`src/rtl/slew_cal_pkg.sv`:
```
package slew_cal_pkg;

  // Strobes from the sequencer to the datapath, one cycle each.
  typedef struct packed {
    logic oscSet;
    logic oscClr;
    logic clkSet;
    logic clkClr;
    logic mtrSet;
    logic mtrClr;
    logic capture;
    logic divStart;
    logic codeWrite;
    logic finish;
  } seqStrobe_t;

endpackage

```
`src/rtl/slew_cal_div.sv`:
```
// Restoring divider, one quotient bit per cycle.
module slew_cal_div #(
  parameter int W = 24
) (
  input  logic         clk,
  input  logic         rstN,
  input  logic         start,
  input  logic [W-1:0] dividend,
  input  logic [W-1:0] divisor,
  output logic [W-1:0] quotient,
  output logic         done
);
  localparam int BW = $clog2(W + 1);

  logic [W:0]    rem;
  logic [W-1:0]  quo;
  logic [BW-1:0] bitCnt;
  logic          run;
  logic [W:0]    remShift;

  assign remShift = {rem[W-1:0], quo[W-1]};
  assign quotient = quo;

  always_ff @(posedge clk) begin
    if (!rstN) begin
      rem    <= '0;
      quo    <= '0;
      bitCnt <= '0;
      run    <= 1'b0;
      done   <= 1'b0;
    end else begin
      done <= 1'b0;
      if (start) begin
        rem    <= '0;
        quo    <= dividend;
        bitCnt <= '0;
        run    <= 1'b1;
      end else if (run) begin
        if (remShift >= {1'b0, divisor}) begin
          rem <= remShift - {1'b0, divisor};
          quo <= {quo[W-2:0], 1'b1};
        end else begin
          rem <= remShift;
          quo <= {quo[W-2:0], 1'b0};
        end
        if (bitCnt == BW'(W - 1)) begin
          run  <= 1'b0;
          done <= 1'b1;
        end else begin
          bitCnt <= bitCnt + 1'b1;
        end
      end
    end
  end
endmodule

```
`src/rtl/slew_cal_ctrl.sv`:
```
module slew_cal_ctrl
  import slew_cal_pkg::*;
#(
  parameter int SETTLE_CYC = 200,
  parameter int POLL_CYC   = 2000,
  parameter int POLL_MAX   = 20
) (
  input  logic       clk,
  input  logic       rstN,
  input  logic       start,
  input  logic       forceEn,
  input  logic       meterValid,
  input  logic       capZero,
  input  logic       divDone,
  output seqStrobe_t stb,
  output logic       busy
);
  localparam int LONGEST = (SETTLE_CYC > POLL_CYC) ? SETTLE_CYC : POLL_CYC;
  localparam int CW      = $clog2(LONGEST + 1);
  localparam int PW      = $clog2(POLL_MAX + 1);

  typedef enum logic [2:0] {
    S_IDLE, S_SETTLE, S_ARM, S_POLL, S_CLKOFF, S_DIV, S_WRITE, S_OSCOFF
  } state_t;

  state_t        state, nextState;
  logic [CW-1:0] cnt;
  logic [PW-1:0] pollNum;
  logic          pollTick;

  assign pollTick = (state == S_POLL) && (cnt == CW'(POLL_CYC - 1));
  assign busy     = (state != S_IDLE);

  always_comb begin
    stb       = '0;
    nextState = state;
    unique case (state)
      S_IDLE: if (start) begin
        if (forceEn) stb.finish = 1'b1;
        else begin
          stb.oscSet = 1'b1;
          nextState  = S_SETTLE;
        end
      end
      S_SETTLE: if (cnt == CW'(SETTLE_CYC - 1)) begin
        stb.clkSet = 1'b1;
        nextState  = S_ARM;
      end
      S_ARM: begin
        stb.mtrSet = 1'b1;
        nextState  = S_POLL;
      end
      S_POLL: if (pollTick && (meterValid || pollNum == PW'(POLL_MAX - 1))) begin
        stb.capture = 1'b1;
        stb.mtrClr  = 1'b1;
        nextState   = S_CLKOFF;
      end
      S_CLKOFF: begin
        stb.clkClr = 1'b1;
        if (capZero) nextState = S_WRITE;
        else begin
          stb.divStart = 1'b1;
          nextState    = S_DIV;
        end
      end
      S_DIV: if (divDone) nextState = S_WRITE;
      S_WRITE: begin
        stb.codeWrite = 1'b1;
        nextState     = S_OSCOFF;
      end
      S_OSCOFF: begin
        stb.oscClr = 1'b1;
        stb.finish = 1'b1;
        nextState  = S_IDLE;
      end
      default: nextState = S_IDLE;
    endcase
  end

  always_ff @(posedge clk) begin
    if (!rstN) begin
      state   <= S_IDLE;
      cnt     <= '0;
      pollNum <= '0;
    end else begin
      state <= nextState;
      if (state != nextState) begin
        cnt <= '0;
        if (nextState == S_POLL) pollNum <= '0;
      end else if (pollTick) begin
        cnt     <= '0;
        pollNum <= pollNum + 1'b1;
      end else if (state == S_SETTLE || state == S_POLL) begin
        cnt <= cnt + 1'b1;
      end
    end
  end
endmodule

```
`src/rtl/slew_cal_dp.sv`:
```
module slew_cal_dp
  import slew_cal_pkg::*;
#(
  parameter int REF_MHZ      = 26,
  parameter int COEF         = 17,
  parameter int WINDOW       = 1024,
  parameter int ROUND_DIV    = 1000,
  parameter int CODE_W       = 3,
  parameter int DEFAULT_CODE = 3,
  parameter int CNT_W        = 24,
  parameter int WIN_W        = 24
) (
  input  logic              clk,
  input  logic              rstN,
  input  seqStrobe_t        stb,
  input  logic [CNT_W-1:0]  meterCount,
  output logic              capZero,
  output logic              divDone,
  output logic              oscEn,
  output logic              frclkEn,
  output logic              meterEn,
  output logic [WIN_W-1:0]  meterWindow,
  output logic [CODE_W-1:0] slewCode,
  output logic              slewWe,
  output logic              done
);
  localparam int NUM      = REF_MHZ * COEF * WINDOW;
  localparam int NUM_W    = $clog2(NUM + 1);
  localparam int DW       = (NUM_W > CNT_W) ? NUM_W : CNT_W;
  localparam int CODE_MAX = (1 << CODE_W) - 1;
  localparam int HALF     = ROUND_DIV / 2;

  logic [CNT_W-1:0]    capCount;
  logic [DW-1:0]       quot;
  logic [CODE_MAX-1:0] geStep;
  logic [CODE_W-1:0]   calcCode;

  assign capZero = (capCount == '0);

  slew_cal_div #(.W(DW)) uDiv (
    .clk      (clk),
    .rstN     (rstN),
    .start    (stb.divStart),
    .dividend (DW'(NUM)),
    .divisor  (DW'(capCount)),
    .quotient (quot),
    .done     (divDone)
  );

  // Thermometer of rounding thresholds; its population count is the
  // rounded code, and it cannot exceed CODE_MAX, which saturates.
  for (genvar k = 1; k <= CODE_MAX; k++) begin : gStep
    assign geStep[k-1] = (64'(quot) >= 64'(k * ROUND_DIV - HALF));
  end

  always_comb begin
    calcCode = '0;
    for (int i = 0; i < CODE_MAX; i++) calcCode = calcCode + CODE_W'(geStep[i]);
  end

  always_ff @(posedge clk) begin
    if (!rstN) begin
      oscEn       <= 1'b0;
      frclkEn     <= 1'b0;
      meterEn     <= 1'b0;
      meterWindow <= '0;
      capCount    <= '0;
      slewCode    <= '0;
      slewWe      <= 1'b0;
      done        <= 1'b0;
    end else begin
      if (stb.oscSet) oscEn <= 1'b1;
      else if (stb.oscClr) oscEn <= 1'b0;
      if (stb.clkSet) begin
        frclkEn     <= 1'b1;
        meterWindow <= WIN_W'(WINDOW);
      end else if (stb.clkClr) begin
        frclkEn <= 1'b0;
      end
      if (stb.mtrSet) meterEn <= 1'b1;
      else if (stb.mtrClr) meterEn <= 1'b0;
      if (stb.capture) capCount <= meterCount;
      if (stb.codeWrite) slewCode <= capZero ? CODE_W'(DEFAULT_CODE) : calcCode;
      slewWe <= stb.codeWrite;
      done   <= stb.finish;
    end
  end
endmodule

```
`src/rtl/slew_cal_seq.sv`:
```
module slew_cal_seq
  import slew_cal_pkg::*;
#(
  parameter int REF_MHZ      = 26,
  parameter int COEF         = 17,
  parameter int WINDOW       = 1024,
  parameter int ROUND_DIV    = 1000,
  parameter int CODE_W       = 3,
  parameter int DEFAULT_CODE = 3,
  parameter int CNT_W        = 24,
  parameter int WIN_W        = 24,
  parameter int SETTLE_CYC   = 200,
  parameter int POLL_CYC     = 2000,
  parameter int POLL_MAX     = 20
) (
  input  logic              clk,
  input  logic              rstN,
  input  logic              start,
  input  logic              forceEn,
  input  logic              meterValid,
  input  logic [CNT_W-1:0]  meterCount,
  output logic              oscEn,
  output logic              frclkEn,
  output logic              meterEn,
  output logic [WIN_W-1:0]  meterWindow,
  output logic [CODE_W-1:0] slewCode,
  output logic              slewWe,
  output logic              busy,
  output logic              done
);
  seqStrobe_t stb;
  logic       capZero;
  logic       divDone;

  slew_cal_ctrl #(
    .SETTLE_CYC (SETTLE_CYC),
    .POLL_CYC   (POLL_CYC),
    .POLL_MAX   (POLL_MAX)
  ) uCtrl (
    .clk        (clk),
    .rstN       (rstN),
    .start      (start),
    .forceEn    (forceEn),
    .meterValid (meterValid),
    .capZero    (capZero),
    .divDone    (divDone),
    .stb        (stb),
    .busy       (busy)
  );

  slew_cal_dp #(
    .REF_MHZ      (REF_MHZ),
    .COEF         (COEF),
    .WINDOW       (WINDOW),
    .ROUND_DIV    (ROUND_DIV),
    .CODE_W       (CODE_W),
    .DEFAULT_CODE (DEFAULT_CODE),
    .CNT_W        (CNT_W),
    .WIN_W        (WIN_W)
  ) uDp (
    .clk         (clk),
    .rstN        (rstN),
    .stb         (stb),
    .meterCount  (meterCount),
    .capZero     (capZero),
    .divDone     (divDone),
    .oscEn       (oscEn),
    .frclkEn     (frclkEn),
    .meterEn     (meterEn),
    .meterWindow (meterWindow),
    .slewCode    (slewCode),
    .slewWe      (slewWe),
    .done        (done)
  );
endmodule

```
`config.mk`:
```
export PLATFORM = sky130hd
export DESIGN_NAME = slew_cal_seq
export DESIGN_NICKNAME = d
export VERILOG_FILES = /design/src/rtl/slew_cal_pkg.sv /design/src/rtl/slew_cal_div.sv /design/src/rtl/slew_cal_ctrl.sv /design/src/rtl/slew_cal_dp.sv /design/src/rtl/slew_cal_seq.sv
export SDC_FILE = /design/constraint.sdc
export NUM_CORES = 1
export LEC_CHECK = 0
export BUFFER_PORTS_ARGS = -buffer_cell sky130_fd_sc_hd__buf_2
export CAP_MARGIN = 20
export CORE_MARGIN = 4
export CORE_UTILIZATION = 51
export CTS_CLUSTER_DIAMETER = 120
export DETAILED_ROUTE_END_ITERATION = 16
export GPL_TIMING_DRIVEN = 0
export MAX_ROUTING_LAYER = met4
export PLACE_DENSITY_LB_ADDON = 0.2
export SYNTH_ARGS = -nofsm -noshare
export SYNTH_HDL_FRONTEND = slang
export SYNTH_SLANG_ARGS = --single-unit
export TNS_END_PERCENT = 5
```
`constraint.sdc`:
```
create_clock -name clk -period 4.3 [get_ports clk]
set_clock_uncertainty 0.1 [all_clocks]
set_input_delay 0.86 -clock clk [delete_from_list [all_inputs] [get_ports clk]]
set_output_delay 0.86 -clock clk [all_outputs]
set_load 0.02 [all_outputs]
```
* Word-level counts from Yosys, hierarchy flattened *
Cells that the tools add are included.

storage, ports and cells
  flip-flop bits (word level) = 107
  output and inout bits = 33

operators by class
  $add $sub $neg = 10
  magnitude comparators = 8
  eq/ne operators = 14
  muxes and demuxes = 41
  bitwise operators = 3
  reduce and logical (&&, ||, !) cells = 17

operators with widths
  operator                 number
  $ge A24 B13 Y1 const B   3
  $ge A24 B12 Y1 const B   2
  $mux W19                 2
  $ge A25 B24 Y1           1
  $ge A24 B11 Y1 const B   1
  $ge A24 B9 Y1 const B    1
  $logic_not A24 Y1        1
  $mux W1                  24
  $mux W24                 1
  $pmux W3 S8              1
  $sub A24 B24 Y24         1
  $mux W3                  6
  $add A3 B1 Y3            5
  $mux W5                  3
  $eq A3 B3 Y1 const B     4
  $add A11 B1 Y11 const B  1
  $eq A11 B11 Y1 const B   1
  $eq A11 B8 Y1 const B    1
  $add A5 B1 Y5 const B    2
  $eq A5 B5 Y1 const B     2
  $reduce_bool A2 Y1       5
  $eq A3 B2 Y1 const B     3
  $mux W2                  3
  $reduce_or A3 Y1         2
  other kinds (12)         17

* Depth between registers and ports, before layout *
Gate-level depths: netlist of run 1.

  depth in word-level cells = 8
  mapped depth = 16

* Hierarchy *
Synthesis of run 1 repeated with hierarchy kept, for this count alone.

unflattened totals
  cells, all modules = 840
  area total of the unflattened synthesis = 6897.9 um^2

modules (own cells, without submodules)
  module         instances  cells an instance  area each (um^2)  seq. area each (um^2)
  slew_cal_div   1          509                3881.2            1101.1
  slew_cal_dp    1          191                1785.5            660.6
  slew_cal_ctrl  1          140                1231.2            380.4

* Worst setup path before layout of run 1 *
OpenSTA, ideal clock, no wires.

  path type = register to register
  start point = register uDp.uDiv.quo[20] (netlist: uDp.uDiv.quotient[20])
  end point = register uDp.slewCode[2]
  library setup time = 0.076 ns
  arrival time = 3.798 ns
  data required time = 4.124 ns
  setup slack = 0.327 ns
  cell stages (with the launch flop) = 17
  cell sequence = dfxtp_1 > or4_1 > nor2_1 > nand2_1 > nor2_1 > nand4b_1 > ha_1 > fa_1 > inv_1 > fa_1 > inv_1 > ha_1 > fa_1 > xnor2_1 > nor2_1 > nand2_1 > a21boi_0

on the way
  word-level cells in the longest chain between the ends = 8
  elaborated cells between the ends (all ways) = 14
  classes of those cells = 6 x add/sub; 7 x order compare; 1 x mux

RTL lines
  what                                                    line                text
  start, declared                                         slew_cal_div.sv:16  logic [W-1:0] quo;
  start signal, assigned                                  slew_cal_div.sv:35  quo <= dividend;
  start signal, assigned                                  slew_cal_div.sv:41  quo <= {quo[W-2:0], 1'b1};
  start signal, assigned                                  slew_cal_div.sv:44  quo <= {quo[W-2:0], 1'b0};
  $ge A24 B9 Y1 / $ge A24 B11 Y1 (equally long branches)  slew_cal_dp.sv:53   assign geStep[k-1] = (64'(quot) >= 64'(k * ROUND_DIV - HALF));
  $add A1 B1 Y2                                           slew_cal_dp.sv:58   for (int i = 0; i < CODE_MAX; i++) calcCode = calcCode + CODE_W'(geStep[i]);
  $add A3 B1 Y3 (4 in series)                             slew_cal_dp.sv:58
  $add A3 B1 Y3 *                                         slew_cal_dp.sv:58
  $mux W3 *                                               slew_cal_dp.sv:83   if (stb.codeWrite) slewCode <= capZero ? CODE_W'(DEFAULT_CODE) : calcCode;
  end signal, assigned                                    slew_cal_dp.sv:83
  end, declared                                           slew_cal_dp.sv:23   output logic [CODE_W-1:0] slewCode,

Mark *: on every way between the ends. The rest lies on a longest branch, timed or not.
A chain may end at the register's enable or synchronous reset.

* Final worst setup path of run 1 *
  start point = register uDp.uDiv.quo[17] (netlist: uDp.uDiv.quotient[17])
  end point = register uDp.slewCode[2]

The elaborated chain is that of the path after synthesis.

==> flow_metrics.tcl, run 1 <==
set metrics [dict create \
    hp-class "reg -> reg" \
    syn_area_per_cell_um2 8.10 \
    p_sw_uw 453 \
    slowest_delay_ns 0.56 \
    startpoint "uDp.uDiv.quotient[17]$_SDFFE_PN0P_" \
    die-area_um2 14300 \
    endpoint_kind "flop" \
    drtIter0Drc 340 \
    yosysSeqAreaShare 0.337 \
    numPlacedInstances 1014 \
    critPathSlowestCell "or4_4" \
    viasPerCell 5.53 \
    synth.area.top_cells "dfxtp_1 (34%), mux2i_1 (6.0%), ha_1 (5.9%)" \
    period_share 0.948 \
    finalHoldViolCount 0 \
    yosysWarnings 0 \
    crit_chain "or4_4 -> nor2_4 -> nand2_2 -> nor2_4 -> nand4b_1 -> ha_1 -> fa_1 -> inv_1 -> fa_1 -> inv_1 -> ha_1 -> fa_1 -> xnor2_1 -> nor2_1 -> nand2_1 -> a21boi_2" \
    synthDominantCellAreaShare 0.337 \
    seq_area_um2 2140 \
    worst_pin_slew_ns 0.759 \
    drtAntennaViolNets 0 \
    cts_buffers 9 \
    setup_viol 0 \
    ys_seq_elements 107 \
    multi_input_area_um2 3860 \
    antenna_cells 0 \
    design_area_um2 7180 \
    routedWlPerCell_um 15.8 \
    crit_arrival_ns 4.26 \
    initial_core_util 0.526 \
    placed_area_um2 6850 \
    cts_tree "done" \
    p_int_mw 1.46 \
    die_w_um 120 \
    wl_um 16300 \
    yosys-top-cells-count "dfxtp_1 (107), nand2_1 (90), nor2_1 (81)" \
    layout-drive-gt1-share 0.118 \
    antenna_found_initial 0 \
    setup_ws_ns 0.224 \
    pwr-share-clk 0.423 \
    io_buffers 38 \
    grt_pass1_vias 5551 \
    finalNonFillerCells 1032 \
    syn_area_um2 6360 \
    synth_largest_area_cell "dfxtp_1" \
    hold_start "uDp.meterWindow[10]$_SDFFE_PN0P_" \
    htreeDepth 3 \
    cp_max_fo 4 \
    max_freq_mhz 245 \
    fin_tns_setup_ns 0 \
    postCtsHoldBufs 0 \
    fin_util 0.593 \
    cts.path.max_buffers 2 \
    p_leak_nw 2.90 \
    grt_max_degree 18 \
    place_ws_ns 0.00706 \
    clock_sinks 107 \
    synth_flop_cell "dfxtp_1" \
    timing.final.max_slew_violations 0 \
    grt_pass1_wl_um 26600 \
    pwr-share-comb 0.055 \
    slew_headroom 0.494 \
    dr_total_vias 5709 \
    num_io_pins 62 \
    ys_types 62 \
    fillers 1157 \
    overflow 0 \
    critPathRequiredTime_ns 4.49 \
    drv_cap 0 \
    cts-root-buf "clkbuf_16" \
    area_delta_synth_final_pct 12.8 \
    final_nets 922 \
    timing.hold.ws_ns 0.383 \
    setup.worst_path.start_class "flop" \
    synthArstFlopShare 0 \
    critPathMostFrequentCell "fa_1" \
    clkTransAtPathRegs_ns 0.07 \
    clock_latency_ns 0.35 \
    status "finished clean" \
    die_h_um 120 \
    min_period_ns 4.08 \
    critical_path_class "reg -> reg" \
    drc_errors 0 \
    drt-pass1-iter-count 5 \
    synth_edf_count 0 \
    dp_hpwl_um 12200 \
    track_usage 0.233 \
    r2r_start "uDp.uDiv.quotient[17]$_SDFFE_PN0P_" \
    core_um2 12100 \
    fin_total_pwr_mw 1.92 \
    yosysMostFrequentCell "dfxtp_1" \
    place_congestion 0.901 \
    rows 40 \
    syn_inst 786 \
    p_per_area_nw_per_um2 267 \
    max-vdd-ir-drop_v 0.000179 \
    swShare 0.236 \
    power_frac_seq 0.521 \
]
## final cells by class
class | instances | area share
clock inverter | 5 | 0.00523
timing repair buffer | 40 | 0.0286
multi-input combinational | 604 | 0.538
buffer | 60 | 0.0463
inverter | 37 | 0.0193
tap | 168 | 0.0293
sequential | 107 | 0.298
clock buffer | 11 | 0.0352
## registers in the layout, indices dropped and copies added, names as in the netlist
| register | cells |
|---|---|
| uDp.uDiv.done | 1 |
| uDp.uDiv.rem | 24 |
| uDp.uDiv.run | 1 |
| uDp.slewCode | 3 |
| uDp.meterWindow | 1 |
| uDp.meterEn | 1 |
| uDp.oscEn | 1 |
| uCtrl.pollNum | 5 |
| uDp.slewWe | 1 |
| uDp.done | 1 |
| uDp.capCount | 24 |
| uDp.uDiv.quotient | 24 |
| uCtrl.state | 3 |
| uDp.frclkEn | 1 |
| uDp.uDiv.bitCnt | 5 |
| uCtrl.cnt | 11 |
## logic make-up after synthesis
logic type | synth area share
AO/OA/AOI/OAI | 0.199
XOR/XNOR | 0.0358
adder cells (fa/ha/maj) | 0.0716
buffers and inverters | 0.0741
flip-flops | 0.337
multiplexers | 0.0615
other | 0.000589
AND/OR/NAND/NOR | 0.221
## path summary, 6_finish.rpt
check	cells past startpoint	end	slack [ns]
max	16	uDp.slewCode[2]$_SDFFE_PN0P_	0.22
max reg2reg	16	uDp.slewCode[2]$_SDFFE_PN0P_	0.22
min reg2reg	1	uDp.meterWindow[10]$_SDFFE_PN0P_	0.38
min	1	uDp.meterWindow[10]$_SDFFE_PN0P_	0.38
## cell usage in the layout, fill, tap and decap left out, types with 24 or more instances in the layout
cell      count
inv_1        37
nand2_1      89
o21ai_0      35
buf_2        43
a21oi_1      37
nor2_1       79
ha_1         30
clkbuf_1     29
buf_4        27
dfxtp_1     107
nand3_1      24
a21boi_0     35
mux2i_1      38
## critical path: cells and delay by family (launching register included)
family / cells / cell delay (ns)
buffers and inverters: 2 / 0.10
flip-flops: 1 / 0.33
AND/OR/NAND/NOR: 7 / 1.24
adder cells (fa/ha/maj): 5 / 1.97
XOR/XNOR: 1 / 0.14
AO/OA/AOI/OAI: 1 / 0.12
## power groups by stage
stage	clock network (mW)	logic [mW]	registers (mW)
2_1_floorplan	0	0.0707	1.02
3_3_place_gp	0	0.103	1.02
3_5_place_dp	0	0.104	1.02
4_1_cts	0.823	0.104	0.999
5_1_grt	0.871	0.115	0.999
6_report	0.811	0.106	0.999
## routing by layer
| layer | wire length [µm] | track usage |
|---|---|---|
| met1 | 7200 | 0.282 |
| met2 | 7910 | 0.391 |
| met3 | 777 | 0.0287 |
| met4 | 408 | 0.102 |
| met5 | 0 | - |
## timing repair
item                                   4_1_cts  5_1_grt
cloned                                       0        0
setup buffers                                0        2
setup endpoints to repair                    1        1
pin swaps                                    0        4
gates resized for setup                      2        7
endpoints found under the hold margin        0        0
No activity file was read; power rests on OpenSTA's default activity.
==> run 2: changes to the inputs <==
--- a/config.mk
+++ b/config.mk
@@ -7,7 +7,7 @@
 export LEC_CHECK = 0
 export BUFFER_PORTS_ARGS = -buffer_cell sky130_fd_sc_hd__buf_2
 export CAP_MARGIN = 20
-export CORE_MARGIN = 4
+export CORE_ASPECT_RATIO = 0.9
 export CORE_UTILIZATION = 51
 export CTS_CLUSTER_DIAMETER = 120
 export DETAILED_ROUTE_END_ITERATION = 16
==> constraint.sdc (replaced) <==
create_clock -name clk -period 4.3 [get_ports clk]
set_clock_uncertainty 0.1 [all_clocks]
set_input_delay 0.86 -clock clk [delete_from_list [all_inputs] [get_ports clk]]
set_output_delay 0.86 -clock clk [all_outputs]
set_load 0.05 [all_outputs]
==> run 2 against run 1 <==
Against the previous run:
- maximum frequency fell by 0.21%
- combinational power rose by 30%
- die area fell by 9.8%
- design area did not move
- first-iteration DRC count fell by 0.59%
- clock power rose by 4.3%
- worst hold slack got worse by 0.0020 ns
- wire length fell by 4.7%
- critical path type unchanged
==> flow_metrics.tcl, run 2 (synthesized netlist as in run 1, its figures left out) <==
set metrics [dict create \
    status "finished clean" \
    postCtsHoldBufs 0 \
    crit_chain "or4_4 -> nor2_4 -> nand2_2 -> nor2_4 -> nand4b_1 -> ha_1 -> fa_1 -> inv_1 -> fa_1 -> inv_1 -> ha_1 -> fa_1 -> xnor2_1 -> nor2_1 -> nand2_1 -> a21boi_1" \
    cp_num_cells 16 \
    critPathRequiredTime_ns 4.50 \
    area_delta_synth_final_pct 12.8 \
    critPathTopFamily "adder cells" \
    final_common_cell "dfxtp_1" \
    viasPerCell 5.62 \
    timing.hold.ws_ns 0.381 \
    p_sw_uw 520 \
    critical_path_class "reg -> reg" \
    cts-root-buf "clkbuf_16" \
    die-area_um2 12900 \
    grt_max_degree 21 \
    antenna_cells 0 \
    num_io_pins 62 \
    overflow 0 \
    power_frac_seq 0.504 \
    wl_um 15500 \
    track_usage 0.264 \
    design_area_um2 7180 \
    clkTransAtPathRegs_ns 0.08 \
    slowest_delay_ns 0.54 \
    timing.final.max_slew_violations 0 \
    fin_tns_setup_ns 0 \
    layout-drive-gt1-share 0.117 \
    placed_area_um2 6840 \
    cts.path.max_buffers 2 \
    place_ws_ns -0.0164 \
    finalHoldViolCount 0 \
    crit_buf_inv 2 \
    setup_ws_ns 0.215 \
    htreeDepth 3 \
    clock_sinks 107 \
    critPathSlowestCell "or4_4" \
    routedWlPerCell_um 15.2 \
    die_h_um 108 \
    drv_cap 0 \
    grt_pass1_vias 5477 \
    fin_total_pwr_mw 1.98 \
    cts_buffers 9 \
    fin_util 0.592 \
    swShare 0.262 \
    endpoint_kind "flop" \
    pwr-share-clk 0.427 \
    clock_latency_ns 0.36 \
    grt_pass1_wl_um 26500 \
    holdPathStages 1 \
    p_int_mw 1.46 \
    worst_r2r_path_depth 16 \
    cp_max_fo 4 \
    final_cell_mix "dfxtp_1 (107), nand2_1 (89), nor2_1 (79)" \
    max_freq_mhz 245 \
    drtIter0Drc 338 \
    rows 38 \
    worst_pin_slew_ns 0.795 \
    io_buffers 38 \
    hp-class "reg -> reg" \
    crit_arrival_ns 4.28 \
    critPathMostFrequentCell "fa_1" \
    p_per_area_nw_per_um2 276 \
    initial_core_util 0.525 \
    p_leak_nw 2.91 \
    r2r_slack_ns 0.22 \
    pwr-share-comb 0.070 \
    dr_total_vias 5758 \
    max-vdd-ir-drop_v 0.000265 \
    cts_tree "done" \
    drc_errors 0 \
    antenna_found_initial 0 \
    setup_viol 0 \
    final_nets 922 \
    place_congestion 0.945 \
    setup.worst_path.start_class "flop" \
    drtAntennaViolNets 0 \
    min_period_ns 4.08 \
    period_share 0.950 \
    fillers 1107 \
    die_w_um 120 \
    drt-pass1-iter-count 5 \
    numPlacedInstances 1006 \
    dp_hpwl_um 11600 \
    slew_headroom 0.470 \
    finalNonFillerCells 1024 \
    core_um2 12100 \
]
## run 2: cell types whose count changed in the layout (fill, tap and decap cells not counted)
| cell | previous run | this run |
|---|---|---|
| clkinv_8 | 0 | 1 |
| a21boi_1 | 3 | 4 |
| clkbuf_8 | 2 | 1 |
| inv_6 | 0 | 1 |
| clkinvlp_4 | 2 | 0 |
| a21boi_2 | 1 | 0 |
| inv_8 | 0 | 2 |
| clkinv_2 | 1 | 0 |
## run 2: what timing repair did
item / in CTS / in global routing
endpoints found under the setup margin: 1 / 2
gates resized for setup: 1 / 7
pin swaps: 0 / 3
endpoints found under the hold margin: 0 / 0
setup buffers: 0 / 2
## run 2: final timing paths
check / to / startpoint
max: uDp.slewCode[2]$_SDFFE_PN0P_ / uDp.uDiv.quotient[17]$_SDFFE_PN0P_
min: uDp.meterWindow[10]$_SDFFE_PN0P_ / uDp.meterWindow[10]$_SDFFE_PN0P_
max reg2reg: uDp.slewCode[2]$_SDFFE_PN0P_ / uDp.uDiv.quotient[17]$_SDFFE_PN0P_
min reg2reg: uDp.meterWindow[10]$_SDFFE_PN0P_ / uDp.meterWindow[10]$_SDFFE_PN0P_
## run 2: power groups by stage
stage | Clock [mW] | Combinational, mW | Sequential (mW)
after detailed placement | 0 | 0.137 | 1.02
after global placement | 0 | 0.136 | 1.02
final | 0.846 | 0.138 | 0.999
after global routing | 0.904 | 0.149 | 1.00
after CTS | 0.861 | 0.138 | 0.998
after floorplan | 0 | 0.0999 | 1.03
## run 2: layout make-up
class,count,area [µm²],share of cell area
Multi-Input combinational cell,604,3860,0.537
Sequential cell,107,2140,0.298
Buffer,60,333,0.0463
Clock buffer,10,239,0.0333
Timing Repair Buffer,40,205,0.0286
Tap cell,160,200,0.0279
Inverter,37,139,0.0193
Clock inverter,6,65.1,0.00906
## run 2: routing by layer
metal  up-vias  track usage  part of all wire
li1       2864            -                 -
met5         -            -                 0
met4         0       0.0804             0.020
met1      2709        0.329              0.46
met2       162        0.434              0.47
met3        23       0.0533             0.051
==> run 3: changes to the inputs <==
--- a/config.mk
+++ b/config.mk
@@ -8,7 +8,7 @@
 export BUFFER_PORTS_ARGS = -buffer_cell sky130_fd_sc_hd__buf_2
 export CAP_MARGIN = 20
 export CORE_ASPECT_RATIO = 0.9
-export CORE_UTILIZATION = 51
+export CORE_UTILIZATION = 54
 export CTS_CLUSTER_DIAMETER = 120
 export DETAILED_ROUTE_END_ITERATION = 16
 export GPL_TIMING_DRIVEN = 0
==> run 3 against run 2 <==
Against the previous run:
- core utilization rose by 3.2 points
- highest routed layer unchanged
- wire length up 0.53%
- sequential cell count did not move
- critical path depth did not move
- critical path type unchanged
- largest power group unchanged
- worst hold slack better by 0.0027 ns
- clock power is 5.7% lower
- clock-buffer cell count shrank 1
- critical endpoint unchanged
- first-iteration DRC count is 18% lower
- design area is 0.57% lower
==> flow_metrics.tcl, run 3 (synthesized netlist as in run 1, its figures left out) <==
set metrics [dict create \
    worst_r2r_path_depth 16 \
    cp_num_cells 16 \
    p_int_mw 1.44 \
    postCtsHoldBufs 0 \
    finalHoldViolCount 0 \
    endpoint_kind "flop" \
    grt_pass1_vias 5362 \
    finalNonFillerCells 1017 \
    critPathMostFrequentCell "fa_1" \
    crit_arrival_ns 4.22 \
    period_share 0.948 \
    area_delta_synth_final_pct 12.2 \
    num_io_pins 62 \
    timing.final.max_slew_violations 0 \
    dr_total_vias 5728 \
    post-cts-setup-buffers 0 \
    place_congestion 0.896 \
    drt-pass1-iter-count 6 \
    setup.worst_path.start_class "flop" \
    worst_pin_slew_ns 0.759 \
    track_usage 0.277 \
    fillers 1060 \
    seq_area_um2 2140 \
    cts.path.max_buffers 2 \
    clock_latency_ns 0.36 \
    htreeDepth 3 \
    antenna_found_initial 0 \
    final_common_cell "dfxtp_1" \
    viasPerCell 5.63 \
    drtAntennaViolNets 0 \
    antenna_cells 0 \
    cp_max_fo 4 \
    r2r-end "uDp.slewCode[2]$_SDFFE_PN0P_" \
    grt_max_degree 20 \
    r2r_slack_ns 0.22 \
    p_sw_uw 496 \
    critPathTopFamily "adder cells" \
    final_nets 920 \
    die_w_um 116 \
    setup.worst_path.end "uDp.slewCode[2]$_SDFFE_PN0P_" \
    clock_sinks 107 \
    cts_buffers 9 \
    pwr-share-clk 0.412 \
    pwr-share-comb 0.071 \
    final_cell_mix "dfxtp_1 (107), nand2_1 (89), nor2_1 (79)" \
    r2r_start "uDp.uDiv.quotient[17]$_SDFFE_PN0P_" \
    setup_ws_ns 0.223 \
    startpoint "uDp.uDiv.quotient[17]$_SDFFE_PN0P_" \
    wl_um 15600 \
    setup_viol 0 \
    drv_cap 0 \
    slew_headroom 0.494 \
    numPlacedInstances 1002 \
    die-area_um2 12200 \
    critPathSlowestCell "or4_4" \
    max-vdd-ir-drop_v 0.000275 \
    cts_tree "done" \
    drc_errors 0 \
    rsz0062_at_grt "false" \
    crit_buf_inv 2 \
    crit_chain "or4_4 -> nor2_4 -> nand2_2 -> nor2_4 -> nand4b_1 -> ha_1 -> fa_1 -> inv_1 -> fa_1 -> inv_1 -> ha_1 -> fa_1 -> xnor2_1 -> nor2_1 -> nand2_1 -> a21boi_1" \
    slowest_delay_ns 0.54 \
    grt_pass1_wl_um 25600 \
    dp_hpwl_um 11800 \
    clkTransAtPathRegs_ns 0.08 \
    core_um2 11400 \
    max_freq_mhz 245 \
    routedWlPerCell_um 15.3 \
    min_period_ns 4.08 \
    power_frac_seq 0.516 \
    die_h_um 105 \
    hp-class "reg -> reg" \
    critPathRequiredTime_ns 4.45 \
    p_per_area_nw_per_um2 271 \
    overflow 0 \
    layout-drive-gt1-share 0.114 \
    multi_input_area_um2 3860 \
    drtIter0Drc 278 \
    initial_core_util 0.557 \
    place_ws_ns -0.0106 \
    status "finished clean" \
    fin_total_pwr_mw 1.93 \
    cts-root-buf "clkbuf_16" \
    swShare 0.256 \
    rows 37 \
    critical_path_class "reg -> reg" \
    p_leak_nw 2.88 \
    io_buffers 38 \
]
run 3: routing by layer:
| metal | up-vias | global-route usage | share of wire |
|---|---|---|---|
| li1 | 2860 | - | - |
| met1 | 2688 | 0.347 | 0.46 |
| met2 | 156 | 0.436 | 0.47 |
| met3 | 24 | 0.0603 | 0.052 |
| met4 | 0 | 0.0962 | 0.020 |
| met5 | - | - | 0 |
run 3: per-stage QoR:
stage | hold WS, ns | TNS, ns | utilization | area, µm²
floorplan | 0.349 | 0 | - | 6450
global placement | 0.347 | 0 | 0.598 | 6830
detailed placement | 0.367 | -0.0106 | 0.598 | 6830
CTS | 0.390 | 0 | 0.623 | 7120
global route | 0.406 | 0 | 0.624 | 7140
finish | 0.384 | 0 | 0.624 | 7140
run 3: worst min-delay path, stage by stage (launching register included):
cell	delay, ns
dfxtp_1	0.33
nand2_1	0.05
a21boi_0	0.06
run 3: how the worst min path moves through the flow:
| stage | from | end | slack [ns] | cells after the start |
|---|---|---|---|---|
| 4_1_cts | uDp.capCount[11]$_SDFFE_PN0P_ | uDp.capCount[11]$_SDFFE_PN0P_ | 0.39 | 2 |
| 5_1_grt | uDp.meterWindow[10]$_SDFFE_PN0P_ | uDp.meterWindow[10]$_SDFFE_PN0P_ | 0.41 | 1 |
| 2_1_floorplan | uDp.uDiv.rem[23]$_SDFFE_PP0P_ | uDp.uDiv.rem[23]$_SDFFE_PP0P_ | 0.35 | 2 |
| 3_5_place_dp | uDp.meterWindow[10]$_SDFFE_PN0P_ | uDp.meterWindow[10]$_SDFFE_PN0P_ | 0.37 | 1 |
| 3_3_place_gp | uDp.meterWindow[10]$_SDFFE_PN0P_ | uDp.meterWindow[10]$_SDFFE_PN0P_ | 0.35 | 1 |
| 6_report | uDp.capCount[11]$_SDFFE_PN0P_ | uDp.capCount[11]$_SDFFE_PN0P_ | 0.38 | 2 |
run 3: power by group through the flow:
stage                     logic (mW)  clock network (mW)  registers [mW]
final                          0.138               0.798           0.999
after global routing           0.148               0.856            1.00
after global placement         0.136                   0            1.02
after detailed placement       0.137                   0            1.02
after floorplan               0.0999                   0            1.03
after CTS                      0.137               0.816           0.999
run 3: repair_timing:
item	CTS	global route
pin swaps	0	4
resized for setup	2	6
endpoints found under the setup margin	1	1
run 3: area by class of cell:
class	instances	area share
clock inverter	6	0.00806
timing repair buffer	38	0.0266
clock buffer	9	0.0315
buffer	60	0.0466
inverter	37	0.0194
tap	156	0.0273
multi-input combinational	604	0.540
sequential	107	0.300
